`src/rtl/phymgmt_pkg.sv`:
```
package phymgmt_pkg;
  localparam int REG_W   = 16;
  localparam int NREG    = 32;
  localparam int RADDR_W = $clog2(NREG);
  localparam int HOST_W  = 32;

  // Command word field positions
  localparam int PHY_LSB  = 24;
  localparam int REG_LSB  = 16;
  localparam int OP_LSB   = 14;
  localparam int GO_BIT   = 11;
  localparam int READY_BIT = 7;

  typedef enum logic [1:0] {
    SEL_CMD   = 2'd0,
    SEL_WDATA = 2'd1,
    SEL_RDATA = 2'd2,
    SEL_NONE  = 2'd3
  } host_sel_e;

  typedef enum logic [1:0] {
    OP_IDLE0 = 2'd0,
    OP_WRITE = 2'd1,
    OP_READ  = 2'd2,
    OP_IDLE3 = 2'd3
  } mgmt_op_e;

  typedef struct packed {
    logic [RADDR_W-1:0] phy;
    logic [RADDR_W-1:0] regn;
    mgmt_op_e           op;
    logic               go;
  } mgmt_cmd_t;

  function automatic logic [REG_W-1:0] reset_value(input int idx);
    case (idx)
      0:       return 16'h3100;
      2:       return 16'h0300;
      3:       return 16'hE400;
      4:       return 16'h01E1;
      default: return '0;
    endcase
  endfunction
endpackage

```
`src/rtl/phy_read_synth.sv`:
```
module phy_read_synth
  import phymgmt_pkg::*;
(
  input  logic [NREG*REG_W-1:0] store_flat,
  input  logic [RADDR_W-1:0]    regn,
  input  logic                  link_up,
  output logic [REG_W-1:0]      value
);
  logic [REG_W-1:0] adv;
  assign adv = store_flat[4*REG_W +: REG_W];

  always_comb begin
    value = store_flat[regn*REG_W +: REG_W];
    case (regn)
      RADDR_W'(1):  value = link_up ? 16'h782E : '0;
      RADDR_W'(5):  value = 16'h4001 | (adv & 16'h01E0);
      RADDR_W'(17): value = 16'h8000;
      RADDR_W'(18): begin
        value = '0;
        if (link_up) begin
          value[10] = adv[7] | adv[8];
          value[11] = adv[6] | adv[8];
        end
      end
      default: ;
    endcase
  end
endmodule

```
`config.mk`:
```
export PLATFORM = sky130hd
export DESIGN_NAME = phy_read_synth
export DESIGN_NICKNAME = d
export VERILOG_FILES = /design/src/rtl/phymgmt_pkg.sv /design/src/rtl/phy_read_synth.sv
export SDC_FILE = /design/constraint.sdc
export NUM_CORES = 1
export LEC_CHECK = 0
export BUFFER_PORTS_ARGS = -buffer_cell sky130_fd_sc_hd__buf_2
export CORE_AREA = 4 4 204 206
export DETAILED_ROUTE_END_ITERATION = 16
export DIE_AREA = 0 0 208 210
export GPL_TIMING_DRIVEN = 0
export SYNTH_ARGS = -nofsm -noshare
export SYNTH_HDL_FRONTEND = slang
export SYNTH_SLANG_ARGS = --single-unit
```
`constraint.sdc`:
```
create_clock -name vclk -period 2.4
set_clock_uncertainty 0.05 [all_clocks]
set_input_delay 0.12 -clock vclk [all_inputs]
set_output_delay 0.12 -clock vclk [all_outputs]
set_load 0.05 [all_outputs]
```
==> run_results.csv <==
group,metric,value,unit
power,finalPower,1.858,mW
cts,postCtsHoldBufs,0,
placement,place_congestion,1.031,
timing,hold_ws,0.7467,ns
critical_path,worst_ep_required_time,2.23,ns
routing,num_vias,6794,
global_routing,grt_overflow_total,0,
min_path,hp-class,"input port to output pin",
timing,clock.fmax,425.7,MHz
critical_path,start_kind,"input port",
outcome,status,"finished, final reports clean",
power,p_sw_share,51.32,%
routing,met3_length,2942,µm
global_routing,grt_pass1_wl,55900,µm
routing,wirelength,41970,µm
critical_path,path_class,"input port to output pin",
logic_synthesis,yosys_warnings,0,
floorplan,io_pins,534,
global_routing,grt_use_total,17.84,%
routing,first_pass_iters,4,
routing,dr.max_layer_used,"met5",
timing,fin_setup_tns,0,ns
finish,drive_above_1_share,77.12,%
global_routing,grt_pass1_vias,7426,
logic_synthesis,syn_inst,416,
critical_path,path_cells,"buf_2 > buf_12 > buf_4 > mux4_2 > mux2_2 > a221oi_2 > a22oi_1 > buf_2",
critical_path,end_kind,"output pin",
logic_synthesis,synth.avg_cell_area,11.05,µm²
timing,drv_slew,0,
finish,ff_latch_area,0,µm²
timing,min_period_over_period,97.89,%
placement,dp_hpwl,35860,µm
timing,hold_viol,0,
placement,port_buffers,531,
routing,drc,0,
floorplan,core_area,39640,µm²
placement,place_inst,1473,
routing,postRouteAntennaNets,0,
critical_path,cp_slowest_cell,"mux4_2",
critical_path,path_max_fanout,9,
power,ir_worst_vdd,0.07798,mV
critical_path,cpPeakStageDelay,0.50,ns
timing,finalSetupViolCount,0,
power,intPower,0.9044,mW
logic_synthesis,syn-num-nets,934,
placement,dpl-instance-area,7963,µm²
finish,fin_cells,1484,
routing,wl_met1,17020,µm
logic_synthesis,synth.distinct_cells,49,
timing,fin_crit,2.349,ns
logic_synthesis,yosysTopAreaCell,"mux4_2",
global_routing,grt_max_degree,11,
finish,final_area,8443,µm²
finish,finalNetCount,1473,
run,maxCapViolations,0,
floorplan,start_util,11.60,%
finish,nClkBuffers,0,
power,total_leakage_power,3.916,nW
timing,tightest_slew,0.8700,ns
routing,post_drt_wl_per_cell,28.28,µm
logic_synthesis,synth_seq_area_share,0,%
power,seqPwrFrac,0,%
routing,routed-wl-met2,21240,µm
critical_path,worst_ep_arrival_time,2.18,ns
power,power.clock.fraction,0,%
power,pwr-share-comb,100.0,%
logic_synthesis,synth_area,4597,µm²
critical_path,critPathMostFrequentCell,"buf_2",
timing,relSlewSlack,42.00,%
logic_synthesis,synth_area_leaders,"mux4_2 49%, mux2i_1 13%, a22oi_1 4.2%, a221oi_1 3.8%, mux2_2 2.7%",
finish,seq_cell_count,0,
routing,avgViaCountPerCell,4.578,
finish,syn_to_final_growth,83.67,%
floorplan,std_cell_rows,73,
global_routing,antenna_found_initial,10,
floorplan,die_y,210,µm
floorplan,dieArea,43680,µm²
power,powerDensity,220.0,nW/µm²
routing,initialDrtViolationCount,489,
floorplan,fp.dieW,208,µm
power,p_switching,0.9533,mW
logic_synthesis,synth_top_area_share,48.99,%
## path summary, 6_finish.rpt
path | endpoint | cells after the start | slack (ns) | startpoint
worst max-delay path | value[10] | 8 | 0.05 | regn[0]
worst min-delay path | value[5] | 4 | 0.75 | store_flat[69]
## cell usage after synthesis, types with 2 or more instances
master	count
a211oi_1	7
buf_1	4
a221oi_1	20
clkbuf_1	9
mux2i_1	59
mux4_2	100
nor2_1	16
nor2b_1	6
a21oi_1	7
o21ai_0	7
nand2_1	29
a22o_1	8
buf_12	2
a2111oi_1	2
buf_4	16
a31oi_1	10
buf_2	17
a2111oi_0	3
and2_1	10
a41oi_1	2
o211ai_1	5
a21o_1	2
a22oi_1	26
nand3_1	7
inv_1	2
mux2_2	11
buf_6	5
nand2b_1	3
## routing by layer
| layer | up-vias | global-route usage [%] |
|---|---|---|
| met5 | - | 0 |
| met4 | 6 | 2.990 |
| met3 | 44 | 3.676 |
| met2 | 442 | 32.42 |
| met1 | 3390 | 22.22 |
| li1 | 2912 | - |
## final cells by class
cell class / instances / area (µm²)
Fill cell: 4405 / 31200
Multi-Input combinational cell: 360 / 4467
Timing Repair Buffer: 538 / 2768
Tap cell: 525 / 656.9
Buffer: 52 / 525.5
Antenna cell: 6 / 15.01
Inverter: 3 / 11.26
## cell usage in the layout (no fill, tap or decap), types with 5 or more instances in the layout
cell / synthesis / layout
a22o_1: 8 / 8
a221oi_2: 0 / 10
o21ai_0: 7 / 7
buf_12: 2 / 8
mux4_2: 100 / 100
a22oi_1: 26 / 25
a21oi_1: 7 / 7
nor2_1: 16 / 14
mux2i_1: 59 / 58
nand2_1: 29 / 29
clkbuf_4: 0 / 9
buf_6: 5 / 16
o211ai_1: 5 / 5
diode_2: 0 / 6
a31oi_1: 10 / 10
buf_2: 17 / 525
mux2_2: 11 / 10
buf_4: 16 / 22
a211oi_1: 7 / 6
a221oi_1: 20 / 6
and2_1: 10 / 10
nand3_1: 7 / 7
## critical path, delay by kind of cell
family / cells / cell delay (ns)
AOI/OAI and AO/OA: 2 / 0.55
buffers and inverters: 4 / 0.66
muxes: 2 / 0.83
## power groups by stage
stage | sequential (mW) | clock, mW | combinational, mW
global placement | 0 | 0 | 1.73
global route | 0 | 0.000000167 | 1.98
detailed placement | 0 | 0 | 1.75
finish | 0 | 0.000000335 | 1.86
floorplan | 0 | 0 | 0.905
CTS | 0 | 0 | 1.85
## per-stage QoR
step	util [%]	setup slack [ns]
after CTS	20.92	-0.003584
after global routing	21.28	-0.0009555
final	21.30	0.05065
after detailed placement	20.09	-0.7179
after floorplan	-	-0.05614
after global placement	20.06	-1.028
## logic make-up after synthesis
kind of cell    after synthesis  synth area share, %
mux                         170                64.53
simple gates                 81                8.846
buf+inv                      57                8.192
compound gates              108                18.43
## timing repair
item	in CTS	in global routing
setup endpoints to repair	16	15
gates resized for setup	82	23
gates cloned	0	1
buffers inserted	3	3
pin swaps	2	8
Note: power is estimated with default switching activity, not from simulation.
